### config.mk
export PLATFORM = sky130hd
export DESIGN_NAME = shrot_unit
export DESIGN_NICKNAME = d
export VERILOG_FILES = /design/src/rtl/shrot_pkg.sv /design/src/rtl/shrot_core.sv /design/src/rtl/shrot_regfile.sv /design/src/rtl/shrot_unit.sv
export SDC_FILE = /design/constraint.sdc
export NUM_CORES = 1
export LEC_CHECK = 0
export CAP_MARGIN = 40
export CORE_UTILIZATION = 53
export CTS_CLUSTER_DIAMETER = 100
export DETAILED_ROUTE_END_ITERATION = 10
export HOLD_SLACK_MARGIN = 0.02
export PLACE_DENSITY_LB_ADDON = 0.1
export SLEW_MARGIN = 20
export SYNTH_ARGS = -nofsm -noshare
export SYNTH_HDL_FRONTEND = slang
export SYNTH_HIERARCHICAL = 1
export SYNTH_SLANG_ARGS = --single-unit
### constraint.sdc
create_clock -name clk -period 2.6 [get_ports clk]
set_clock_uncertainty 0.15 [all_clocks]
set_input_delay 0.52 -clock clk [delete_from_list [all_inputs] [get_ports clk]]
set_output_delay 0.52 -clock clk [all_outputs]
set_load 0.02 [all_outputs]
### src/rtl/shrot_pkg.sv
package shrot_pkg;

    typedef enum logic [1:0] {
        OP_SHL = 2'b00,
        OP_SHR = 2'b01,
        OP_ROL = 2'b10,
        OP_ROR = 2'b11
    } shrot_op_e;

    typedef struct packed {
        logic      link_mode;
        shrot_op_e op;
    } shrot_ctrl_t;

endpackage

### src/rtl/shrot_core.sv
module shrot_core
    import shrot_pkg::*;
#(
    parameter int WIDTH = 8
) (
    input  logic [WIDTH-1:0] operand,
    input  logic             link_in,
    input  shrot_ctrl_t      ctrl,
    output logic [WIDTH-1:0] result,
    output logic             link_out
);

    localparam int MSB = WIDTH - 1;

    logic left_fill;
    logic right_fill;

    // Bit entering at the low end on a left move, and at the high end on a right move
    always_comb begin
        left_fill  = 1'b0;
        right_fill = 1'b0;
        unique case (ctrl.op)
            OP_ROL:  left_fill  = ctrl.link_mode ? link_in : operand[MSB];
            OP_ROR:  right_fill = ctrl.link_mode ? link_in : operand[0];
            OP_SHR:  right_fill = ctrl.link_mode ? link_in : 1'b0;
            default: left_fill  = 1'b0;
        endcase
    end

    always_comb begin
        link_out = link_in;
        if (ctrl.op[0]) begin
            result = {right_fill, operand[MSB:1]};
        end else begin
            result = {operand[MSB-1:0], left_fill};
        end
        if (ctrl.link_mode) begin
            unique case (ctrl.op)
                OP_ROL, OP_SHL: link_out = operand[MSB];
                OP_ROR:         link_out = operand[0];
                default:        link_out = 1'b0;
            endcase
        end
    end

endmodule

### src/rtl/shrot_regfile.sv
module shrot_regfile #(
    parameter int WIDTH   = 8,
    parameter int NUM_ACC = 4,
    localparam int IDX_W  = (NUM_ACC > 1) ? $clog2(NUM_ACC) : 1
) (
    input  logic                           clk,
    input  logic                           rst_n,
    input  logic                           wr_en,
    input  logic [IDX_W-1:0]               wr_idx,
    input  logic [WIDTH-1:0]               wr_data,
    output logic [NUM_ACC-1:0][WIDTH-1:0]  acc_all
);

    logic [NUM_ACC-1:0][WIDTH-1:0] acc_d;
    logic [NUM_ACC-1:0][WIDTH-1:0] acc_q;

    genvar g;
    generate
        for (g = 0; g < NUM_ACC; g++) begin : g_acc
            always_comb begin
                acc_d[g] = acc_q[g];
                if (wr_en && (wr_idx == IDX_W'(g))) begin
                    acc_d[g] = wr_data;
                end
            end
        end
    endgenerate

    always_ff @(posedge clk) begin
        if (!rst_n) begin
            acc_q <= '0;
        end else begin
            acc_q <= acc_d;
        end
    end

    assign acc_all = acc_q;

    AST_BANK_HOLD: assert property (@(posedge clk) disable iff (!rst_n)
        !wr_en |=> $stable(acc_q));

endmodule

### src/rtl/shrot_unit.sv
module shrot_unit
    import shrot_pkg::*;
#(
    parameter int WIDTH   = 8,
    parameter int NUM_ACC = 4,
    localparam int IDX_W  = (NUM_ACC > 1) ? $clog2(NUM_ACC) : 1
) (
    input  logic             clk,
    input  logic             rst_n,
    input  logic             exec_en,
    input  logic [1:0]       exec_op,
    input  logic [IDX_W-1:0] exec_idx,
    input  logic             link_mode,
    input  logic             load_en,
    input  logic [IDX_W-1:0] load_idx,
    input  logic [WIDTH-1:0] load_data,
    input  logic             link_wr_en,
    input  logic             link_wr_val,
    input  logic [IDX_W-1:0] rd_idx,
    output logic [WIDTH-1:0] rd_data,
    output logic             link
);

    typedef struct packed {
        logic link;
    } unit_state_t;

    unit_state_t st_d;
    unit_state_t st_q;

    logic [NUM_ACC-1:0][WIDTH-1:0] acc_all;
    logic [WIDTH-1:0]              operand;
    logic [WIDTH-1:0]              core_res;
    logic                          core_link;
    shrot_ctrl_t                   ctrl;
    logic                          wr_en;
    logic [IDX_W-1:0]              wr_idx;
    logic [WIDTH-1:0]              wr_data;

    assign ctrl.link_mode = link_mode;
    assign ctrl.op        = shrot_op_e'(exec_op);
    assign operand        = acc_all[exec_idx];

    shrot_core #(.WIDTH(WIDTH)) u_core (
        .operand  (operand),
        .link_in  (st_q.link),
        .ctrl     (ctrl),
        .result   (core_res),
        .link_out (core_link)
    );

    // Execute wins over the load and link write ports
    always_comb begin
        st_d    = st_q;
        wr_en   = 1'b0;
        wr_idx  = load_idx;
        wr_data = load_data;
        if (exec_en) begin
            wr_en     = 1'b1;
            wr_idx    = exec_idx;
            wr_data   = core_res;
            st_d.link = core_link;
        end else begin
            wr_en = load_en;
            if (link_wr_en) begin
                st_d.link = link_wr_val;
            end
        end
    end

    always_ff @(posedge clk) begin
        if (!rst_n) begin
            st_q <= '0;
        end else begin
            st_q <= st_d;
        end
    end

    shrot_regfile #(.WIDTH(WIDTH), .NUM_ACC(NUM_ACC)) u_bank (
        .clk     (clk),
        .rst_n   (rst_n),
        .wr_en   (wr_en),
        .wr_idx  (wr_idx),
        .wr_data (wr_data),
        .acc_all (acc_all)
    );

    assign rd_data = acc_all[rd_idx];
    assign link    = st_q.link;

    AST_PLAIN_LINK_HOLD: assert property (@(posedge clk) disable iff (!rst_n)
        (exec_en && !link_mode) |=> (link == $past(link)));

    AST_PLAIN_ROT_ONES: assert property (@(posedge clk) disable iff (!rst_n)
        (exec_en && !link_mode && exec_op[1]) |=>
        ($countones(acc_all[$past(exec_idx)]) == $countones($past(operand))));

    AST_NINE_BIT_ROT_ONES: assert property (@(posedge clk) disable iff (!rst_n)
        (exec_en && link_mode && exec_op[1]) |=>
        ($countones({link, acc_all[$past(exec_idx)]}) ==
         $countones({$past(link), $past(operand)})));

    AST_SHL_LOW_CLEAR: assert property (@(posedge clk) disable iff (!rst_n)
        (exec_en && exec_op == 2'b00) |=> (acc_all[$past(exec_idx)][0] == 1'b0));

    AST_SHR_LINK_EMPTY: assert property (@(posedge clk) disable iff (!rst_n)
        (exec_en && link_mode && exec_op == 2'b01) |=> (link == 1'b0));

endmodule

[Word-level counts from Yosys, hierarchy flattened]
Index checks and enable logic that the tools add are counted.
Widths: inputs -> output; s select.
Cells by class
  $lt $le $gt $ge: 2
  equality and inequality tests: 7
  mux-type cells: 17
  reductions and logical operators: 9
Operators by type and width (count)
  $bmux 8 s2: 2
  $mux 8: 4
  $eq 2x2->1 const B: 4
  $mux 1: 8
  $lt 2x3->1 const B: 2
  $eq 2x1->1 const B: 2
  $logic_and 1x1->1: 4
  $logic_not 2->1: 2
  $pmux 1 s2: 2
  $mux 2: 1
  $ne 2x1->1 const B: 1
  $reduce_and 2->1: 1
  $reduce_bool 2->1: 1
  $reduce_or 2->1: 1
Storage, ports and cells
  register bits after elaboration: 33
  input port bits: 23
  output and inout port bits: 9
  word-level logic and storage cells: 40

[Depth between registers and ports, before layout]
Gate-level depths: netlist of the first run.
  depth after elaboration: 6
  mapped depth: 7
  gate-level depth less buffers: 6

[Modules after synthesis]
The synthesis of the first run kept the hierarchy.
By module, submodules not included
  shrot_regfile: instances 1, cells an instance 115, area an instance 1177.4 µm², sequential area each 640.6 µm²
  shrot_unit: instances 1, cells an instance 36, area an instance 564.3 µm², sequential area each 20.0 µm²
  shrot_core: instances 1, cells an instance 19, area an instance 181.4 µm², sequential area each 0.0 µm²

[Least setup slack after synthesis of the first run]
No wires, ideal clock.
  path type: input to register
  from: input port exec_idx[0]
  to: register u_bank.acc_q (netlist bit u_bank/acc_all[25])
  setup time: 0.135 ns
  arrival: 1.876 ns
  data required time: 2.315 ns
  setup slack: 0.440 ns
  stages on the path: 6
  path buffers: 1
  cells stage by stage: buf_6 -> mux4_2 -> mux2_4 -> mux2_2 -> nand2_1 -> mux2i_1
On the way
  cells in the longest elaborated chain, start to end: 4
  elaborated cells between the ends (all ways): 7
  those cells by class: 1 x eq/ne; 5 x mux; 1 x reduce/logical
Ends and longest elaborated chain
  start: declaration: line shrot_unit.sv:12  | input logic [IDX_W-1:0] exec_idx,
  $bmux 8 s2: line shrot_unit.sv:42  | assign operand = acc_all[exec_idx];
  $mux 8 (implied by the code): line shrot_unit.sv:42
  named net operand[0]: line shrot_unit.sv:32  | logic [WIDTH-1:0] operand;
  $mux 8: line shrot_core.sv:32  | if (ctrl.op[0]) begin
  named net core_res[1]: line shrot_unit.sv:33  | logic [WIDTH-1:0] core_res;
  $mux 8: line shrot_unit.sv:58  | if (exec_en) begin
  named net wr_data[1]: line shrot_unit.sv:38  | logic [WIDTH-1:0] wr_data;
  end signal: assignment: line shrot_regfile.sv:31  | acc_q <= '0;
  end signal: assignment: line shrot_regfile.sv:33  | acc_q <= acc_d;
  end: declaration: line shrot_regfile.sv:15  | logic [NUM_ACC-1:0][WIDTH-1:0] acc_q;
The timed path passes the listed nets, and every way through them passes these cells. The select of a mux whose other input is x is not followed.
A chain may end at the register's enable or synchronous reset.

[Final worst setup path of the first run]
  from: input port rd_idx[0]
  to: output port rd_data[4]
On the way
  cells in the longest elaborated chain, start to end: 2
Ends and longest elaborated chain
  start: declaration: line shrot_unit.sv:19  | input logic [IDX_W-1:0] rd_idx,
  $bmux 8 s2: line shrot_unit.sv:88  | assign rd_data = acc_all[rd_idx];
  $mux 8 (implied by the code): line shrot_unit.sv:88
  end: declaration: line shrot_unit.sv:20  | output logic [WIDTH-1:0] rd_data,
No other way between the ends. The select of a mux whose other input is x is not followed.

==> results of run 1 <==
## registers in the layout, summed over array words and instances, names as in the netlist
signal,flops
u_bank/acc_all,32
link,1
## worst max-delay path, cell delays in order
cell,delay (ps)
clkdlybuf4s50_1,510
buf_12,160
mux4_2,510
buf_2,170
## worst paths after layout
kind / slack [ps] / start / cells past startpoint / to
worst min-delay path: 330 / u_bank/acc_all[30] / 2 / u_bank/acc_all[30]
worst max-delay path: 60 / rd_idx[0] / 4 / rd_data[4]
worst min register to register: 330 / u_bank/acc_all[30] / 2 / u_bank/acc_all[30]
worst max register to register: 700 / u_bank/acc_all[23] / 5 / u_bank/acc_all[14]
## cell families after synthesis
logic type	count (synthesis)
muxes	66
and+or+nand+nor	54
DFF	33
buffers and inverters	13
AOI/OAI and AO/OA	4
## placed cells by master, fill, tap and decap left out, types with 2 or more instances in the layout
| cell | count |
|---|---|
| buf_4 | 11 |
| mux4_2 | 16 |
| nand2b_1 | 2 |
| nand3b_1 | 2 |
| nor2_1 | 2 |
| clkbuf_4 | 5 |
| clkdlybuf4s50_1 | 23 |
| mux2_2 | 11 |
| mux2_4 | 6 |
| mux2i_1 | 33 |
| dfxtp_1 | 33 |
| buf_2 | 8 |
| nand2_1 | 42 |
| buf_12 | 2 |
## power breakdown
part	total [uW]	leakage, uW	switching, uW	internal, uW
Clock	303	0.0000314	175	128
Sequential	542	0.000268	15.4	527
Combinational	233	0.000718	104	129
Total	1080	0.00102	295	783
## layer usage
layer	vias to the layer above	part of all wire (%)
met3	9	5.7
met4	0	1.3
li1	690	-
met1	682	45
met2	41	48
met5	-	0
## through the flow
stage                     setup TNS (ps)  cells  worst slack, ps
final                                  0    254             59.8
after global routing                   0    254             6.02
after CTS                              0    254             55.0
after detailed placement           -6930    247             -301
after global placement             -6480    247             -304
after floorplan                        0    170              440
## final cells by class
class / instances / area, um2 / area share [%]
multi-input cells: 124 / 1180 / 50.2
flip-flops and latches: 33 / 661 / 28.2
repair buffers: 44 / 393 / 16.8
well taps: 46 / 57.6 / 2.46
clock buffers: 7 / 55.1 / 2.35
==> metrics.cfg, run 1 <==
[setup_path]
cp-end-kind = output pin
worstPathRequired_ps = 1930
cp_max_fo = 8
cp.arrival_ps = 1870
criticalPathCategory = in -> out
critPathLaunchType = primary input

[global_route]
grt_pass1_vias = 1502
grt_max_degree = 42
gr-usage-met2_pct = 40.8
use_met1_pct = 32.7
antenna_found_initial = 0
overflow = 0
grt_pass1_wl_um = 7380
top_usage_layer = met2
use_met3_pct = 5.88
track_usage_pct = 25.0

[sta]
hold_viol = 0
fin_crit_sh_pct = 97.7
min_period_ps = 2540
slew_headroom_pct = 68.9
fmax_mhz = 394
tightestPinTransition_ps = 466
rsz0062_at_grt = false
setup_viol = 0
hold_ws_ps = 330
slew_viol_final = 0

[yosys]
yosysMostFrequentCell = nand2_1
ys_seq_area_share_pct = 34.4
ys_top_cells_by_area = dfxtp_1, mux4_2, mux2i_1, nand2_1, mux2_2
netlist_area_um2 = 1920
synth_edf_count = 0
synth_cells = 170
synth_xor_area_share_pct = 0
mappedNetlistNets = 193
synth_commonest_cells = nand2_1, dfxtp_1, mux2i_1
syn_area_per_cell_um2 = 11.3
synthArstFlopShare_pct = 0
synth_compound_area_share_pct = 1.76
synth.distinct_cells = 23
synth_top_area_share_pct = 34.4
synthMuxAreaShare_pct = 47.0
synthAdderAreaFrac_pct = 0
synth_seq_cells = 33
synth_top_area_cell = dfxtp_1
synth_flop_cell = dfxtp_1
synth_top_family_by_area = multiplexers
ys_warn_count = 6
yosys.area_share.simple_pct = 12.4

[route]
firstDrtPassIters = 4
routed_wl_um = 4410
via_per_inst = 5.60
route.detailed.drc = 0
postRouteAntennaNets = 0
routedWlPerCell_um = 17.4
num_vias = 1422
drtIter0Drc = 86

[run]
maxCapViolations = 0

[floorplanning]
die_h_um = 62.2
die_w_um = 62.2
dieArea_um2 = 3870
core_um2 = 3420
initial_core_util_pct = 56.3
rows = 21
ios = 32

[clock_tree]
cts_buffers = 5
postCtsSetupBuffers = 0
cts-htree-levels = 2
cts_resized = 32
cts_hold_buffers = 0
clkTransAtPathRegs_ps = 100
insertion_delay_ps = 340
clkSinkCount = 33
cts_root_buffer = clkbuf_4
cts_tree = built
cts_max_path_buffers = 2

[cells_and_area]
design_area_um2 = 2340
diodes = 0
fill_cells = 279
fin_util_pct = 68.6
nNetsFinal = 231
final_layout_size_suffix_gt1_share_pct = 30.3
area_growth_pct = 21.9

[pwr]
pwr_density_cell_nw_per_um2 = 460
vdd_ir_drop_max_uv = 259
leakage_uw = 0.00102
power.total_uw = 1080

[place]
placed_area_um2 = 2330
place_congestion = 0.802
dpl.hpwl_um = 3130
port_buffers = 31

[run_status]
status = finished, final reports clean

[min_path]
hp-class = reg -> reg

Note: power is estimated with default switching activity, not from simulation.
==> run 2, diff against run 1 <==
--- a/config.mk
+++ b/config.mk
@@ -9,8 +9,10 @@
 export CORE_UTILIZATION = 53
 export CTS_CLUSTER_DIAMETER = 100
 export DETAILED_ROUTE_END_ITERATION = 10
+export GPL_TIMING_DRIVEN = 0
 export HOLD_SLACK_MARGIN = 0.02
 export PLACE_DENSITY_LB_ADDON = 0.1
+export REMOVE_ABC_BUFFERS = 1
 export SLEW_MARGIN = 20
 export SYNTH_ARGS = -nofsm -noshare
 export SYNTH_HDL_FRONTEND = slang
==> run 2 against run 1 <==
Net effect:
- highest routed layer unchanged
- global-route usage fell by 0.30 points
- sequential share of layout area grew 0.93 points
- wire length decreased by 0.63%
- critical endpoint is now u_bank/acc_all[1]
- utilization is 2.2 points lower
- clock power is 2% lower
- largest cell class unchanged
- hold slack worse by 6.5 ps
==> metrics.cfg, run 2 (synthesis gave the netlist of run 1 again) <==
[setup_path]
critPathMaxStageDelay_ps = 800
cp.arrival_ps = 2570
critPathLaunchType = primary input
cp_cell_sequence = clkdlybuf4s50_1 -> mux4_2 -> mux2_4 -> mux2_2 -> nand2_1 -> mux2i_1
criticalPathCategory = in -> reg
crit_path_start = exec_idx[1]
critPathSlowestCell = clkdlybuf4s50_1
cp_max_fo = 9
r2r_setup_slack_ps = 660
cp-end-kind = flop
r2r-start = u_bank/acc_all[24]
worstPathRequired_ps = 2670

[floorplanning]
die_w_um = 62.2
core_um2 = 3420
die_h_um = 62.2
dieArea_um2 = 3870
ios = 32
initial_core_util_pct = 56.3
rows = 21

[clock_tree]
clkTransAtPathRegs_ps = 100
cts_max_path_buffers = 2
clkSinkCount = 33
cts_tree = built
insertion_delay_ps = 340
cts_buffers = 5
cts-htree-levels = 2
cts_root_buffer = clkbuf_4

[global_route]
grt_pass1_wl_um = 7200
antenna_found_initial = 0
overflow = 0
track_usage_pct = 24.7
grt_pass1_vias = 1500
grt_max_degree = 42

[run]
maxCapViolations = 0

[cells_and_area]
fin_cells = 243
diodes = 0
design_area_um2 = 2270
final_layout_size_suffix_gt1_share_pct = 24.9
fill_cells = 286
nNetsFinal = 220
area_growth_pct = 18.0
layout_common_cells = nand2_1, dfxtp_1, mux2i_1, clkdlybuf4s50_1, mux4_2
largest_reg_flops = 32
final_common_cell = nand2_1

[place]
dpl.hpwl_um = 2850
post-place-cells = 234
place_congestion = 0.739
placed_area_um2 = 2200
port_buffers = 31

[sta]
setup_viol = 0
slew_viol_final = 0
hold_ws_ps = 324
fin_tns_setup_ps = 0
hold_viol = 0
slew_headroom_pct = 52.3
fin_crit_sh_pct = 96.3
min_period_ps = 2500
rsz0062_at_grt = false
fmax_mhz = 400
tightestPinTransition_ps = 716

[route]
routedWlPerCell_um = 18.0
postRouteAntennaNets = 0
num_vias = 1404
drtIter0Drc = 72
routed_wl_um = 4390
via_per_inst = 5.78
firstDrtPassIters = 4
route.detailed.drc = 0

[pwr]
vdd_ir_drop_max_uv = 338
power.total_uw = 1060
pwr_density_cell_nw_per_um2 = 467
leakage_uw = 0.000950

[run_status]
status = finished, final reports clean

[min_path]
min-delay-start = u_bank/acc_all[21]
hp-class = reg -> reg

[run 2: changes by cell type in the layout (fill, tap and decap cells not counted), sizes merged]
cell and delta:
clkdlybuf4s50 +3, dlymetal6s2s +1, clkbuf +1, clkdlybuf4s15 +1
buf -17
[run 2: worst max-delay path: cells and delay by family]
family | cells | cell delay [ps]
AND/OR/NAND/NOR | 1 | 130
buffers and inverters | 1 | 800
multiplexers | 4 | 1110
[run 2: per-stage QoR]
step	util, %	setup slack [ps]
floorplan	-	601
global placement	64.6	-644
detailed placement	64.4	-642
CTS	66.0	51.5
global route	66.4	48.1
finish	66.4	97.1
[run 2: path summary, 6_finish.rpt]
check / end / cells after the start
max: u_bank/acc_all[1] / 6
min: u_bank/acc_all[21] / 2
max reg2reg: u_bank/acc_all[1] / 5
min reg2reg: u_bank/acc_all[21] / 2
[run 2: timing repair]
| item | CTS | global route |
|---|---|---|
| hold buffers | 0 | 0 |
| endpoints found under the setup margin | 40 | 22 |
| resized for setup | 10 | 4 |
| pin swaps | 0 | 0 |
| setup buffers | 0 | 2 |
[run 2: where the power goes]
part	leakage (uW)	internal (uW)	total (uW)	switching, uW
combinational	0.000651	118	220	102
clock	0.0000314	128	297	170
sequential	0.000268	527	541	14.6
[run 2: routing by layer]
metal | part of all wire, % | GRT usage, % | vias to the layer above
met5 | 0 | 0 | -
met4 | 2.1 | 10.5 | 0
met3 | 5.9 | 6.43 | 9
met2 | 50 | 42.3 | 46
met1 | 42 | 29.3 | 680
li1 | - | - | 669
[run 2: final cells by class]
type / instances / area (um2) / share of cell area (%)
Timing Repair Buffer: 33 / 317 / 14.0
Sequential cell: 33 / 661 / 29.1
Tap cell: 46 / 57.6 / 2.54
Clock buffer: 7 / 55.1 / 2.43
Multi-Input combinational cell: 124 / 1180 / 52.0
==> run 3, diff against run 2 <==
--- a/config.mk
+++ b/config.mk
@@ -12,6 +12,7 @@
 export GPL_TIMING_DRIVEN = 0
 export HOLD_SLACK_MARGIN = 0.02
 export PLACE_DENSITY_LB_ADDON = 0.1
+export RECOVER_POWER = 100
 export REMOVE_ABC_BUFFERS = 1
 export SLEW_MARGIN = 20
 export SYNTH_ARGS = -nofsm -noshare
==> run 3 against run 2 <==
Net effect:
- final area down 0.99%
- clock power barely moved
- sequential power hardly changed
- critical path type is now in -> out
- power decreased by 0.65%
- sequential share of layout area grew 0.29 points
- critical endpoint is now rd_data[4]
- sequential cell count did not move
- global-route usage stayed put
- highest routed layer unchanged
- non-clock buffer count stayed put
- die area stayed put
==> metrics.cfg, run 3 (synthesis gave the netlist of run 1 again) <==
[sta]
tightestPinTransition_ps = 723
fin_crit_sh_pct = 96.8
setup_viol = 0
slew_viol_final = 0
rsz0062_at_grt = false
fmax_mhz = 397
hold_ws_ps = 324
min_period_ps = 2520
slew_headroom_pct = 51.8
hold_viol = 0

[cells_and_area]
final_common_cell = nand2_1
layout_common_cells = nand2_1, dfxtp_1, mux2i_1, clkdlybuf4s50_1, mux4_2
multi_input_area_um2 = 1160
fill_cells = 294
diodes = 0
regArea_um2 = 661
design_area_um2 = 2250
nNetsFinal = 220
final_layout_size_suffix_gt1_share_pct = 21.8
largest_reg_flops = 32
fin_cells = 243
fin_util_pct = 65.8
area_growth_pct = 16.8

[route]
firstDrtPassIters = 4
routedWlPerCell_um = 17.9
route.detailed.drc = 0
drtIter0Drc = 75
via_per_inst = 5.75
routed_wl_um = 4360
num_vias = 1398
postRouteAntennaNets = 0

[setup_path]
critPathLaunchType = primary input
criticalPathCategory = in -> out
worstPathRequired_ps = 1930
critPathMaxStageDelay_ps = 550
cp.arrival_ps = 1850
critPathSlowestCell = clkdlybuf4s50_1
cpLargestDelayFamily = buffers and inverters
cp_cell_sequence = clkbuf_4 -> mux4_2 -> clkdlybuf4s50_1
cp_max_fo = 8
cp_num_buf_inv = 2
r2r_setup_slack_ps = 660
cp-end-kind = output pin

[pwr]
power.net_switching_uw = 285
internal_power_uw = 767
power_frac_seq_pct = 51.4
pwr_density_cell_nw_per_um2 = 468
switching_share_pct = 27.1
vdd_ir_drop_max_uv = 338
combinationalPowerShare_pct = 20.3
clkPwrFrac_pct = 28.3
power.total_uw = 1050
leakage_uw = 0.000944

[floorplanning]
core_um2 = 3420
ios = 32
initial_core_util_pct = 56.3
die_h_um = 62.2
rows = 21
die_w_um = 62.2
dieArea_um2 = 3870

[global_route]
overflow = 0
grt_max_degree = 42
antenna_found_initial = 0
grt_pass1_vias = 1500
track_usage_pct = 24.7
grt_pass1_wl_um = 7200

[clock_tree]
cts_hold_buffers = 0
cts_buffers = 5
clkTransAtPathRegs_ps = 90
cts-htree-levels = 2
cts_tree = built
cts_root_buffer = clkbuf_4
insertion_delay_ps = 340
clkSinkCount = 33
cts_max_path_buffers = 2

[place]
placed_area_um2 = 2200
dpl.hpwl_um = 2850
place_congestion = 0.739
port_buffers = 31
post-place-cells = 234

[run_status]
status = finished, final reports clean

[run]
maxCapViolations = 0

[min_path]
hp-class = reg -> reg

==> run 3: cell types whose count changed in the layout (fill, tap and decap cells not counted) <==
cell | previous run | this run
buf_4 | 3 | 2
clkbuf_4 | 5 | 6
o21ai_1 | 1 | 0
mux2_1 | 0 | 6
mux2_4 | 6 | 0
dlygate4sd3_1 | 0 | 1
clkdlybuf4s50_1 | 26 | 25
o21ai_0 | 0 | 1
==> run 3: path summary, 6_finish.rpt <==
path / from / to / cells after the start
setup reg to reg: u_bank/acc_all[24] / u_bank/acc_all[1] / 5
setup / recovery: rd_idx[0] / rd_data[4] / 3
hold / removal: u_bank/acc_all[21] / u_bank/acc_all[21] / 2
hold reg to reg: u_bank/acc_all[21] / u_bank/acc_all[21] / 2
==> run 3: area by class of cell <==
cell class                      count  area share [%]
Clock buffer                        7            2.45
Multi-Input combinational cell    124            51.5
Sequential cell                    33            29.4
Tap cell                           46            2.56
Timing Repair Buffer               33            14.1
==> run 3: per-stage QoR <==
step                TNS, ps  setup WS (ps)
floorplan                 0            601
global placement     -21550           -644
detailed placement   -21860           -642
CTS                       0           51.5
global route              0           33.2
finish                    0           81.9
==> run 3: timing repair <==
item,4_1_cts,5_1_grt
buffers inserted,0,2
pin swaps,0,0
endpoints found under the hold margin,0,0
gates resized for setup,10,4
setup endpoints to repair,40,22
==> run 3: routing by layer <==
| layer | GRT usage, % | share of wire (%) |
|---|---|---|
| met1 | 29.3 | 43 |
| met2 | 42.3 | 50 |
| met3 | 6.43 | 5.4 |
| met4 | 10.5 | 2.1 |
| met5 | 0 | 0 |
==> run 3: worst min-delay path, stage by stage (launching register included) <==
cell     delay, ps
dfxtp_1        330
nand2_1         50
mux2i_1         50
==> run 3: power groups by stage <==
| stage | logic (uW) | registers (uW) | clock network, uW |
|---|---|---|---|
| after floorplan | 120 | 550 | 0 |
| after global placement | 214 | 551 | 0 |
| final | 213 | 541 | 297 |
| after detailed placement | 218 | 553 | 0 |
| after global routing | 228 | 545 | 329 |
| after CTS | 217 | 541 | 308 |
